File: src/rtl/fwd_pkg.sv
// Shared definitions for the forwarding and interlock unit.
// Assumes a two-source, one-destination instruction format.
package fwd_pkg;

    // Number of ALU operands that each get a bypass multiplexer.
    localparam int NUM_SRC = 2;

    // Operand multiplexer select encoding.
    typedef enum logic [1:0] {
        FS_REGFILE = 2'b00,
        FS_MEMWB   = 2'b01,
        FS_EXMEM   = 2'b10
    } fwd_sel_e;

endpackage

File: src/rtl/fwd_stage_track.sv
// Follows each instruction's specifiers from decode through write-back.
// Assumes the decode inputs are stable for the whole cycle and that the
// surrounding pipeline advances every cycle except where it is frozen.
// A bubble replaces the entering instruction with an empty operation.
module fwd_stage_track #(
    parameter int REG_AW = 5
) (
    input  logic              clk,
    input  logic              rst_n,
    input  logic              id_valid,
    input  logic [REG_AW-1:0] id_rs1,
    input  logic              id_rs1_used,
    input  logic [REG_AW-1:0] id_rs2,
    input  logic              id_rs2_used,
    input  logic [REG_AW-1:0] id_rd,
    input  logic              id_we,
    input  logic              id_load,
    input  logic              bubble,
    output logic [REG_AW-1:0] ex_rs1,
    output logic              ex_rs1_used,
    output logic [REG_AW-1:0] ex_rs2,
    output logic              ex_rs2_used,
    output logic [REG_AW-1:0] ex_rd,
    output logic              ex_we,
    output logic              ex_load,
    output logic [REG_AW-1:0] mem_rd,
    output logic              mem_we,
    output logic [REG_AW-1:0] wb_rd,
    output logic              wb_we
);

    typedef struct packed {
        logic [REG_AW-1:0] rs1;
        logic              u1;
        logic [REG_AW-1:0] rs2;
        logic              u2;
        logic [REG_AW-1:0] rd;
        logic              we;
        logic              ld;
    } ex_slot_t;

    ex_slot_t          ex_q;
    logic [REG_AW-1:0] mem_rd_q, wb_rd_q;
    logic              mem_we_q, wb_we_q;

    // Decode/execute shadow: capture decode fields, or an empty op on a bubble.
    always_ff @(posedge clk) begin
        if (!rst_n || bubble) begin
            ex_q <= '0;
        end else begin
            ex_q.rs1 <= id_rs1;
            ex_q.u1  <= id_valid & id_rs1_used;
            ex_q.rs2 <= id_rs2;
            ex_q.u2  <= id_valid & id_rs2_used;
            ex_q.rd  <= id_rd;
            ex_q.we  <= id_valid & id_we;
            ex_q.ld  <= id_valid & id_load;
        end
    end

    // Execute/memory and memory/write-back shadows: destination only.
    always_ff @(posedge clk) begin
        if (!rst_n) begin
            mem_rd_q <= '0;
            mem_we_q <= 1'b0;
            wb_rd_q  <= '0;
            wb_we_q  <= 1'b0;
        end else begin
            mem_rd_q <= ex_q.rd;
            mem_we_q <= ex_q.we;
            wb_rd_q  <= mem_rd_q;
            wb_we_q  <= mem_we_q;
        end
    end

    assign ex_rs1      = ex_q.rs1;
    assign ex_rs1_used = ex_q.u1;
    assign ex_rs2      = ex_q.rs2;
    assign ex_rs2_used = ex_q.u2;
    assign ex_rd       = ex_q.rd;
    assign ex_we       = ex_q.we;
    assign ex_load     = ex_q.ld;
    assign mem_rd      = mem_rd_q;
    assign mem_we      = mem_we_q;
    assign wb_rd       = wb_rd_q;
    assign wb_we       = wb_we_q;

endmodule

File: src/rtl/fwd_operand_sel.sv
// Chooses the bypass source for one ALU operand of the execute instruction.
// Assumes register 0 is hardwired to zero and so is never bypassed.
// The younger producer (execute/memory) has priority over the older one.
module fwd_operand_sel #(
    parameter int REG_AW = 5
) (
    input  logic [REG_AW-1:0] src,
    input  logic              src_used,
    input  logic [REG_AW-1:0] mem_rd,
    input  logic              mem_we,
    input  logic [REG_AW-1:0] wb_rd,
    input  logic              wb_we,
    output logic [1:0]        sel
);
    import fwd_pkg::*;

    fwd_sel_e sel_e;

    // Priority compare of the source against the two older destinations.
    always_comb begin
        sel_e = FS_REGFILE;
        if (src_used && (src != '0)) begin
            if (mem_we && (mem_rd == src)) begin
                sel_e = FS_EXMEM;
            end else if (wb_we && (wb_rd == src)) begin
                sel_e = FS_MEMWB;
            end
        end
    end

    assign sel = sel_e;

endmodule

File: src/rtl/fwd_loaduse_detect.sv
// Detects a decode instruction that needs the result of a load now in execute.
// Assumes load data is available only after the memory stage, so one
// bubble is enough. Register 0 and unused sources never interlock.
module fwd_loaduse_detect #(
    parameter int REG_AW = 5
) (
    input  logic              id_valid,
    input  logic [REG_AW-1:0] id_rs1,
    input  logic              id_rs1_used,
    input  logic [REG_AW-1:0] id_rs2,
    input  logic              id_rs2_used,
    input  logic [REG_AW-1:0] ex_rd,
    input  logic              ex_we,
    input  logic              ex_load,
    output logic              hazard
);

    logic load_pending;
    logic hit1, hit2;

    // Compare both decode sources against the pending load destination.
    always_comb begin
        load_pending = ex_load && ex_we && (ex_rd != '0);
        hit1         = id_rs1_used && (id_rs1 == ex_rd);
        hit2         = id_rs2_used && (id_rs2 == ex_rd);
        hazard       = id_valid && load_pending && (hit1 || hit2);
    end

endmodule

File: src/rtl/fwd_hazard_unit.sv
// Top of the forwarding and interlock unit for a five-stage pipeline.
// Assumes reads in decode, writes in write-back, and a register file that
// writes before it reads in the same cycle. It drives the two ALU
// bypass selects and the load-use stall and bubble.
module fwd_hazard_unit #(
    parameter int REG_AW = 5
) (
    input  logic              clk,
    input  logic              rst_n,
    input  logic              id_valid,
    input  logic [REG_AW-1:0] id_rs1,
    input  logic              id_rs1_used,
    input  logic [REG_AW-1:0] id_rs2,
    input  logic              id_rs2_used,
    input  logic [REG_AW-1:0] id_rd,
    input  logic              id_we,
    input  logic              id_load,
    output logic [1:0]        fwd_a_sel,
    output logic [1:0]        fwd_b_sel,
    output logic              stall_front,
    output logic              bubble_ex
);
    import fwd_pkg::*;

    logic [REG_AW-1:0] ex_rs1, ex_rs2, ex_rd, mem_rd, wb_rd;
    logic              ex_rs1_used, ex_rs2_used, ex_we, ex_load;
    logic              mem_we, wb_we;
    logic              load_use;

    logic [REG_AW-1:0] ex_src  [NUM_SRC];
    logic              ex_used [NUM_SRC];
    logic [1:0]        sel     [NUM_SRC];

    fwd_stage_track #(.REG_AW(REG_AW)) u_track (
        .clk         (clk),
        .rst_n       (rst_n),
        .id_valid    (id_valid),
        .id_rs1      (id_rs1),
        .id_rs1_used (id_rs1_used),
        .id_rs2      (id_rs2),
        .id_rs2_used (id_rs2_used),
        .id_rd       (id_rd),
        .id_we       (id_we),
        .id_load     (id_load),
        .bubble      (load_use),
        .ex_rs1      (ex_rs1),
        .ex_rs1_used (ex_rs1_used),
        .ex_rs2      (ex_rs2),
        .ex_rs2_used (ex_rs2_used),
        .ex_rd       (ex_rd),
        .ex_we       (ex_we),
        .ex_load     (ex_load),
        .mem_rd      (mem_rd),
        .mem_we      (mem_we),
        .wb_rd       (wb_rd),
        .wb_we       (wb_we)
    );

    assign ex_src[0]  = ex_rs1;
    assign ex_src[1]  = ex_rs2;
    assign ex_used[0] = ex_rs1_used;
    assign ex_used[1] = ex_rs2_used;

    for (genvar g = 0; g < NUM_SRC; g++) begin : g_opnd
        fwd_operand_sel #(.REG_AW(REG_AW)) u_sel (
            .src      (ex_src[g]),
            .src_used (ex_used[g]),
            .mem_rd   (mem_rd),
            .mem_we   (mem_we),
            .wb_rd    (wb_rd),
            .wb_we    (wb_we),
            .sel      (sel[g])
        );
    end

    fwd_loaduse_detect #(.REG_AW(REG_AW)) u_detect (
        .id_valid    (id_valid),
        .id_rs1      (id_rs1),
        .id_rs1_used (id_rs1_used),
        .id_rs2      (id_rs2),
        .id_rs2_used (id_rs2_used),
        .ex_rd       (ex_rd),
        .ex_we       (ex_we),
        .ex_load     (ex_load),
        .hazard      (load_use)
    );

    assign fwd_a_sel   = sel[0];
    assign fwd_b_sel   = sel[1];
    assign stall_front = load_use;
    assign bubble_ex   = load_use;

endmodule

File: config.mk
export PLATFORM = sky130hd
export DESIGN_NAME = fwd_hazard_unit
export DESIGN_NICKNAME = d
export VERILOG_FILES = /design/src/rtl/fwd_pkg.sv /design/src/rtl/fwd_stage_track.sv /design/src/rtl/fwd_operand_sel.sv /design/src/rtl/fwd_loaduse_detect.sv /design/src/rtl/fwd_hazard_unit.sv
export SDC_FILE = /design/constraint.sdc
export NUM_CORES = 1
export LEC_CHECK = 0
export ABC_AREA = 0
export BUFFER_PORTS_ARGS = -buffer_cell sky130_fd_sc_hd__buf_4
export CELL_PAD_IN_SITES_DETAIL_PLACEMENT = 1
export CELL_PAD_IN_SITES_GLOBAL_PLACEMENT = 1
export CORE_MARGIN = 2
export CORE_UTILIZATION = 35
export DETAILED_ROUTE_END_ITERATION = 8
export PLACE_DENSITY_LB_ADDON = 0.1
export SYNTH_ARGS = -nofsm -noshare
export SYNTH_HDL_FRONTEND = slang
export SYNTH_SLANG_ARGS = --single-unit
File: constraint.sdc
create_clock -name clk -period 1.59 [get_ports clk]
set_input_delay 0.159 -clock clk [delete_from_list [all_inputs] [get_ports clk]]
set_output_delay 0.159 -clock clk [all_outputs]
set_load 0.01 [all_outputs]
==> reports/metrics.yaml, run 1 <==
run_status:
  status: "complete, but fails checks"
  violations: "negative setup slack"
sta:
  finClkSkew_ns: 0.00300
  max_freq_mhz: 584
  holdWs_ns: 0.0951
  rsz0062_at_grt: "true"
  fin_tns_setup_ns: -0.437
  setup_slack_ns: -0.122
  worst_pin_slew_ns: 0.288
  fin_crit_sh_pct: 108
  slew_headroom_pct: 80.8
  finalMaxSlewViolations: 0
  hold_viol_final: 0
  setup_viol: 6
  min_period_ns: 1.71
pwr:
  pwr_density_cell_mw_per_mm2: 1000
  p_leak_nw: 0.828
  power_w: 0.00188
  ir_worst_vdd_v: 0.000650
synthesis:
  yosysMostFrequentCell: "dfxtp_1"
  synth.distinct_cells: 17
  ys_async_sr_fraction_pct: 0
  netlist_area_sq_mm: 0.00132
  yosysTopAreaCell: "dfxtp_1"
  synth_flop_cell: "dfxtp_1"
  synth_area_leaders: "dfxtp_1, xor2_1, xnor2_1"
  synth_edf_count: 0
  synth_top_cells_by_count: "dfxtp_1, a21oi_1, nand2_1"
  yosysTopAreaCellShare_pct: 47.0
  syn_avg_cell_area_sq_um: 9.11
  synth_warnings: 0
  syn_inst: 145
  synth.net_count: 167
  yosysSeqAreaShare_pct: 47.0
  ys_ff_latch: 31
grt:
  gr-total-overflow: 0
  grt_usage_pct: 18.1
  grt_pass1_vias: 1196
  grt_start_max_net_pins: 32
  antenna_found_initial: 0
  grt_first_pass_wirelength_um: 5550
setup_path:
  crit_type: "flop to primary output"
  crit_start: "u_track.ex_rs1[1]"
  cp_num_buf_inv: 1
  critPathSlowestCell: "dfxtp_4"
  cp-end-kind: "primary output"
  cp_max_fo: 3
  path_cells: "xor2_2 > nor4_2 > nand3_1 > nor3b_2 > buf_4"
  r2r_slack_ns: 0.19
  max_stage_delay_ns: 0.36
  worstPathArrival_ns: 1.55
  r2r_end: "u_track.ex_rs2_used"
  required_ns: 1.43
  start_kind: "flop"
  r2r_cells: 6
  crit_family: "simple AND/OR/NAND/NOR gates"
  r2r_start: "u_track.ex_rd[4]"
  cp_num_cells: 5
clock_tree:
  cts_tree: "yes"
  clockBufferDepth: 2
  clkTransAtPathRegs_ns: 0.07
  clockRootBuffer: "clkbuf_8"
  insertion_delay_ns: 0.29
  cts_buffers: 5
  htree_levels: 2
  cts.sinks: 31
placement:
  post-place-ws_ns: 0.0239
  gp_congestion: 0.788
  dp_hpwl_um: 2520
  portBuffers: 27
routing:
  routed_wire_length_per_instance_um: 15.1
  drtIter0Drc: 26
  drc: 0
  drt-vias-per-instance: 4.81
  met3WireLength_um: 134
  route.met2.wl_um: 1850
  postRouteAntennaNets: 0
  routed.top_layer: "met4"
  first_pass_iters: 4
  vias: 1096
  wl_um: 3450
  wl_met1_um: 1390
die:
  core_area_sq_mm: 0.00363
  rows: 22
  initial_core_util_pct: 36.4
  fp.dieArea_sq_mm: 0.00428
  die_w_um: 65.4
  num_io_pins: 28
  dieHeight_um: 65.4
final_layout:
  syn2layout_area_growth_pct: 42.0
  fin_nets: 201
  diodes: 0
  fill_cells: 421
  layout-drive-gt1-share_pct: 43.3
hold_path:
  whs_endpoint: "u_track.ex_rd[3]"
  min_path_cells: 3
  hp-start: "id_rd[3]"
  holdCritPathClass: "input pin to flop"
job:
  maxCapViolCount: 0
==> per-stage QoR <==
step	utilization, %	cell area (sq um)	std cells
3_3_place_gp	43.3	1570	216
5_1_grt	51.7	1880	228
4_1_cts	49.4	1800	226
3_5_place_dp	43.3	1570	216
2_1_floorplan	-	1320	145
6_report	51.7	1880	228
==> layer usage <==
layer | vias to the layer above | GRT usage (%)
met5 | - | 0
met4 | 0 | 8.59
met3 | 8 | 4.79
met2 | 27 | 32.0
met1 | 511 | 20.0
li1 | 550 | -
==> logic make-up (layout without fill, tap and decap cells) <==
group                     Yosys count  count (layout)  synth area share, %
DFF                                31              31                 47.0
AOI/OAI and AO/OA                  23              23                 9.28
xor gates and xnor gates           30              30                 19.9
and+or+nand+nor                    53              53                 20.7
buffers and inverters               8              43                 3.13
==> report_power, final <==
group / internal (W) / switching [W]
clock: 0.000507 / 0.000307
sequential: 0.000812 / 0.0000418
combinational: 0.000122 / 0.0000955
total: 0.00144 / 0.000444
==> state kept, by name (all words and copies together) (netlist names) <==
register             flops
u_track.mem_we           1
u_track.ex_rd            5
u_track.wb_rd            5
u_track.ex_load          1
u_track.wb_we            1
u_track.ex_rs1           5
u_track.ex_rs2           5
u_track.ex_rs2_used      1
u_track.mem_rd           5
u_track.ex_we            1
u_track.ex_rs1_used      1
==> worst min-delay path: cells and delay by family <==
kind                   cells  cell delay, ns
and+or+nand+nor            1            0.05
AOI/OAI and AO/OA          1            0.03
buffers and inverters      1            0.10
==> worst max-delay path by stage <==
stage                        end  slack (ns)
floorplan            stall_front        0.16
global placement    fwd_b_sel[0]        0.14
detailed placement  fwd_a_sel[0]        0.02
CTS                 fwd_a_sel[0]       -0.15
global route        fwd_b_sel[0]       -0.23
finish              fwd_a_sel[0]       -0.12
==> placed cells by master, fill, tap and decap left out <==
cell | netlist | layout
buf_4 | 3 | 33
a21oi_1 | 20 | 20
nand2_1 | 17 | 17
xor2_1 | 16 | 15
dfxtp_1 | 31 | 15
and2_1 | 13 | 12
dfxtp_2 | 0 | 12
nand3_1 | 9 | 9
xnor2_1 | 14 | 8
xnor2_2 | 0 | 6
clkbuf_8 | 0 | 6
dfxtp_4 | 0 | 4
nor4_2 | 0 | 3
nor2_1 | 3 | 3
or4_4 | 0 | 2
o21ai_4 | 0 | 2
nor3b_2 | 0 | 2
nand4_1 | 2 | 2
buf_6 | 0 | 2
nor4_1 | 4 | 1
xor2_2 | 0 | 1
o22ai_2 | 1 | 1
nor3_2 | 0 | 1
and2_4 | 0 | 1
clkinv_2 | 0 | 1
bufinv_16 | 0 | 1
==> area by class of cell <==
type	count	area (sq um)	area share, %
repair buffers	35	270	14.4
multi-input cells	106	778	41.5
flip-flops and latches	31	651	34.7
clock buffers	6	82.6	4.40
clock inverters	2	35.0	1.87
well taps	48	60.1	3.20
==> repair_timing <==
item,in CTS,in global routing
endpoints found under the setup margin,6,6
gates resized for setup,24,18
pin swaps,8,14
hold buffers,0,0
setup buffers,2,2
cloned,0,0
hold endpoints to repair,0,0
Note: power is estimated with default switching activity, not from simulation.
==> run 2, diff against run 1 <==
Settings changed: CORE_UTILIZATION 35 to 39.
==> run 2 against run 1 <==
  * The run still ends with negative setup slack left
  * Die area shrank 9.6%
  * Total power shrank 10%
  * Via count shrank 1.6%
  * Combinational power shrank 9%
  * Critical path depth is the same
  * Critical path type unchanged
  * Largest cell class unchanged
==> reports/metrics.yaml, run 2 (synthesis gave the netlist of run 1 again) <==
run_status:
  status: "complete, but fails checks"
  violations: "negative setup slack"
sta:
  setup_slack_ns: -0.178  # -0.0556 ns
  hold_viol_final: 0  # unchanged
  fin_crit_sh_pct: 111  # +3.5 points
  finalMaxSlewViolations: 0  # unchanged
  finClkSkew_ns: 0.0133  # +0.0102 ns
  setup_viol: 6  # unchanged
  max_freq_mhz: 566  # -3.1%
  slew_headroom_pct: 80.0  # -0.74 points
  worst_pin_slew_ns: 0.297  # +0.00831 ns
  rsz0062_at_grt: "true"
  fin_tns_setup_ns: -0.611  # -0.174 ns
  min_period_ns: 1.77  # +0.0556 ns
setup_path:
  max_stage_delay_ns: 0.36  # about the same
  r2r_cells: 8  # +2
  path_cells: "xor2_1 > nor4_1 > nand3_1 > nor3b_2 > buf_4"
  worstPathArrival_ns: 1.61  # +0.06 ns
  crit_type: "flop to primary output"
  crit_family: "simple AND/OR/NAND/NOR gates"
  cp_num_cells: 5  # unchanged
  cp-end-kind: "primary output"
  cp_max_fo: 3  # unchanged
  cp_num_buf_inv: 1  # unchanged
  start_kind: "flop"
  critPathSlowestCell: "dfxtp_2"
  required_ns: 1.43  # about the same
final_layout:
  design_area_sq_mm: 0.00178  # -5.0%
  final_common_cell: "buf_4"
  diodes: 0  # unchanged
  fin_util_pct: 54.3  # +2.6 points
  fin_nets: 201  # unchanged
  final_cell_mix: "buf_4, a21oi_1, dfxtp_1"
  layout-drive-gt1-share_pct: 37.8  # -5.6 points
  syn2layout_area_growth_pct: 34.9
  fill_cells: 386  # -8.3%
  multi_input_area_sq_um: 723  # -7.1%
  final-seq-area_sq_um: 642  # -1.3%
routing:
  postRouteAntennaNets: 0  # unchanged
  vias: 1079  # -1.6%
  drt-vias-per-instance: 4.77  # -0.68%
  wl_um: 3170  # -8.0%
  drc: 0  # unchanged
  first_pass_iters: 4  # unchanged
  routed_wire_length_per_instance_um: 14.0  # -7.2%
  drtIter0Drc: 18  # -31%
pwr:
  p_clk_share_pct: 38.0  # -5.2 points
  switching_power_w: 0.000398  # -10%
  p_leak_nw: 0.795  # -4.0%
  p_int_w: 0.00130  # -10%
  ir_worst_vdd_v: 0.000492  # -24%
  p_seq_share_pct: 50.2  # +4.9 points
  combPwrFrac_pct: 11.8  # +0.2 points
  pwr_density_cell_mw_per_mm2: 951  # -5.3%
  sw_frac_of_total_pct: 23.5  # -0.044 points
job:
  maxCapViolCount: 0  # unchanged
placement:
  portBuffers: 27  # unchanged
  gp_congestion: 0.845  # +7.2%
  dp_hpwl_um: 2410  # -4.6%
  placed_area_sq_mm: 0.00157  # -0.16%
  post-place-ws_ns: 0.0826  # +0.0587 ns
clock_tree:
  clockBufferDepth: 2  # unchanged
  cts_hold_buf: 0  # unchanged
  clkTransAtPathRegs_ns: 0.11  # +0.04 ns
  clockRootBuffer: "clkbuf_4"
  cts_tree: "yes"
  insertion_delay_ns: 0.33  # +0.04 ns
  htree_levels: 2  # unchanged
  cts_buffers: 5  # unchanged
  cts.sinks: 31  # unchanged
grt:
  grt_start_max_net_pins: 32  # unchanged
  antenna_found_initial: 0  # unchanged
  grt_usage_pct: 17.9  # -0.17 points
  grt_pass1_vias: 1219  # +1.9%
  gr-total-overflow: 0  # unchanged
  grt_first_pass_wirelength_um: 5380  # -3.0%
hold_path:
  holdCritPathClass: "input pin to flop"
  min_path_cells: 3  # unchanged
die:
  dieHeight_um: 62.2  # -4.9%
  rows: 21  # -4.5%
  initial_core_util_pct: 40.2  # +3.9 points
  core_area_sq_mm: 0.00328  # -9.6%
  num_io_pins: 28  # unchanged
  die_w_um: 62.2  # -4.9%
  fp.dieArea_sq_mm: 0.00387  # -9.6%
==> run 2: cell count changes in the layout (fill, tap and decap cells not counted), moves of 3 or more <==
cell,before,now
clkbuf_4,0,5
xnor2_1,8,11
xnor2_2,6,3
dfxtp_1,15,18
clkbuf_8,6,1
==> run 2: timing repair <==
| action | CTS | global route |
|---|---|---|
| pin swaps | 13 | 8 |
| resized for setup | 22 | 8 |
| endpoints found under the setup margin | 6 | 18 |
| gates cloned | 0 | 0 |
| buffers inserted | 4 | 0 |
==> run 2: layer usage <==
| layer | up-vias | GRT usage (%) | share of wire [%] |
|---|---|---|---|
| met3 | 2 | 4.71 | 4.0 |
| li1 | 552 | - | - |
| met4 | 0 | 5.83 | 0.69 |
| met1 | 501 | 18.6 | 40 |
| met2 | 24 | 34.6 | 55 |
| met5 | - | 0 | 0 |
==> run 2: final timing paths <==
check,startpoint,end,slack (ns)
max,u_track.ex_rs2[2],fwd_b_sel[0],-0.18
min,id_rd[4],u_track.ex_rd[4],0.05
min reg2reg,u_track.mem_rd[1],u_track.wb_rd[1],0.50
max reg2reg,u_track.ex_rd[4],u_track.ex_rs2[3],0.10
==> run 2: power by group through the flow <==
stage               sequential [W]  combinational, W  clock, W
global placement          0.000862          0.000174         0
detailed placement        0.000865          0.000178         0
finish                    0.000852          0.000199  0.000644
floorplan                 0.000854          0.000106         0
CTS                       0.000851          0.000194  0.000657
global route              0.000857          0.000220  0.000701
==> run 2: worst register-to-register path, delay by kind of cell, from the launching register on <==
family / cells / cell delay (ns)
buf+inv: 4 / 0.47
flops: 1 / 0.38
compound gates: 2 / 0.25
xor+xnor: 1 / 0.15
simple gates: 1 / 0.12
==> run 2: area by class of cell <==
type / count / share of cell area (%)
repair buffers: 35 / 15.4
well taps: 46 / 3.23
clock inverters: 2 / 1.96
multi-input cells: 106 / 40.6
clock buffers: 6 / 2.88
flip-flops and latches: 31 / 36.0
==> run 2: per-stage QoR <==
stage | hold slack [ns] | cells | total power [W]
6_report | 0.0457 | 226 | 0.00170
5_1_grt | 0.0444 | 226 | 0.00178
4_1_cts | 0.0446 | 226 | 0.00170
3_5_place_dp | 0.407 | 214 | 0.00104
3_3_place_gp | 0.399 | 214 | 0.00104
2_1_floorplan | 0.275 | 145 | 0.000960
==> run 3, diff against run 2 <==
Settings changed: CORE_MARGIN 2 to 1.5.
==> run 3 against run 2 <==
  * The flow still finishes with violations (negative setup slack)
  * Clock skew is 0.0074 ns lower
  * Register-to-register slack better by 0.12 ns
  * Sequential power hardly changed
  * First-iteration DRC count grew 83%
  * Sequential share of layout area rose by 0.086 points
  * Clock power is 27% lower
  * Combinational power rose by 9%
  * Total power down 9.0%
  * Critical endpoint unchanged
==> reports/metrics.yaml, run 3 (synthesis gave the netlist of run 1 again) <==
run_status:
  status: "complete, but fails checks"
  violations: "negative setup slack"
die:
  fp.dieArea_sq_mm: 0.00375  # -3.2%
  die_w_um: 61.2  # -1.6%
  initial_core_util_pct: 42.2  # +2.0 points
  num_io_pins: 28  # unchanged
  dieHeight_um: 61.2  # -1.6%
  rows: 20  # -4.8%
  core_area_sq_mm: 0.00313  # -4.8%
pwr:
  pwr_density_cell_mw_per_mm2: 855  # -10%
  p_leak_nw: 0.796  # +0.15%
  ir_worst_vdd_v: 0.000528  # +7.3%
clock_tree:
  clkTransAtPathRegs_ns: 0.10  # about the same
  insertion_delay_ns: 0.33  # about the same
  htree_levels: 2  # unchanged
  clockRootBuffer: "clkbuf_4"
  cts_buffers: 5  # unchanged
  cts_tree: "yes"
  clockBufferDepth: 2  # unchanged
  cts_hold_buf: 0  # unchanged
  cts.sinks: 31  # unchanged
sta:
  setup_slack_ns: -0.184  # -0.00611 ns
  finClkSkew_ns: 0.00582  # -0.00743 ns
  holdWs_ns: 0.0400  # -0.00565 ns
  min_period_ns: 1.77  # +0.00612 ns
  rsz0062_at_grt: "true"
  worst_pin_slew_ns: 0.296  # -0.000912 ns
  slew_headroom_pct: 80.3  # +0.24 points
  fin_crit_sh_pct: 112  # +0.38 points
  fin_tns_setup_ns: -0.732  # -0.121 ns
  hold_viol_final: 0  # unchanged
  finalMaxSlewViolations: 0  # unchanged
  max_freq_mhz: 564  # -0.34%
  setup_viol: 6  # unchanged
placement:
  dp_hpwl_um: 2360  # -2.0%
  portBuffers: 27  # unchanged
  dp_cells: 212  # -0.93%
  gp_congestion: 0.919  # +8.8%
grt:
  grt_pass1_vias: 1150  # -5.7%
  grt_first_pass_wirelength_um: 5280  # -1.9%
  gr-total-overflow: 0  # unchanged
  grt_start_max_net_pins: 32  # unchanged
  grt_usage_pct: 20.6  # +2.7 points
  antenna_found_initial: 0  # unchanged
routing:
  routed.top_layer: "met4"
  drtIter0Drc: 33  # +15
  routed_wire_length_per_instance_um: 15.4  # +9.9%
  drt-vias-per-instance: 4.94  # +3.4%
  route.met2.wl_um: 1730  # -0.69%
  drc: 0  # unchanged
  vias: 1091  # +1.1%
  wl_met1_um: 1380  # +7.8%
  postRouteAntennaNets: 0  # unchanged
  met3WireLength_um: 147  # +17%
  first_pass_iters: 4  # unchanged
  wl_um: 3410  # +7.5%
final_layout:
  fin_nets: 199  # -1.0%
  final_common_cell: "buf_4"
  fill_cells: 361  # -6.5%
  syn2layout_area_growth_pct: 36.5
  diodes: 0  # unchanged
  final_cell_mix: "buf_4, a21oi_1, nand2_1, dfxtp_1, xor2_1"
  layout-drive-gt1-share_pct: 41.8  # +4.0 points
  fin_util_pct: 57.6  # +3.4 points
  layout.cells.non_filler: 221  # -2.2%
setup_path:
  start_kind: "flop"
  worstPathArrival_ns: 1.62  # about the same
  cp-end-kind: "primary output"
  cp_max_fo: 2  # -1
  required_ns: 1.43  # about the same
  crit_type: "flop to primary output"
hold_path:
  holdCritPathClass: "input pin to flop"
job:
  maxCapViolCount: 0  # unchanged
[run 3: changes by cell type in the layout (fill, tap and decap cells not counted), moves of 2 or more]
cell and change:
dfxtp_4 +3, xnor2_2 +4, dfxtp_2 -2, xnor2_1 -4, nor4_1 -2, nor4_2 +2
[run 3: area by class of cell]
class | count | area (sq um) | area share [%]
multi-input combinational | 106 | 786 | 43.6
clock inverter | 1 | 5.00 | 0.278
clock buffer | 6 | 51.3 | 2.85
tap | 44 | 55.1 | 3.05
timing repair buffer | 33 | 255 | 14.2
sequential | 31 | 651 | 36.1
[run 3: worst paths after layout]
path / startpoint / endpoint / slack [ns] / depth (start not counted)
worst min-delay path: id_rd[1] / u_track.ex_rd[1] / 0.04 / 3
worst max-delay path: u_track.wb_rd[0] / fwd_b_sel[0] / -0.18 / 5
worst max register to register: u_track.ex_rd[1] / u_track.ex_rs2[2] / 0.22 / 6
worst min register to register: u_track.ex_we / u_track.mem_we / 0.50 / 1
[run 3: critical path, cell delays in order (launching register included)]
cell and delay [ns]:
dfxtp_1 0.36, xor2_1 0.16, nor4_1 0.32, nand3_1 0.13, nor3b_2 0.17, buf_4 0.14
[run 3: through the flow]
stage	worst slack, ns	total power, W	instance area (sq um)
floorplan	0.162	0.000960	1320
global placement	0.0830	0.00104	1570
detailed placement	0.0653	0.00104	1570
CTS	-0.200	0.00153	1750
global route	-0.272	0.00162	1800
finish	-0.184	0.00154	1800
[run 3: what timing repair did]
| action | CTS | global route |
|---|---|---|
| pin swaps | 12 | 11 |
| cloned | 0 | 0 |
| endpoints found under the setup margin | 6 | 6 |
| gates resized for setup | 31 | 11 |
| setup buffers | 2 | 0 |
[run 3: layer usage]
metal  vias up  track usage, %
li1        546               -
met4         0            12.4
met5         -               0
met2        34            34.2
met3        12            6.51
met1       499            22.9
[run 3: power breakdown]
| group | switching (W) | leakage (nW) | internal (W) |
|---|---|---|---|
| Combinational | 0.0000958 | 0.500 | 0.000121 |
| Sequential | 0.0000446 | 0.262 | 0.000809 |
| Clock | 0.000268 | 0.0341 | 0.000204 |
| Total | 0.000408 | 0.796 | 0.00113 |
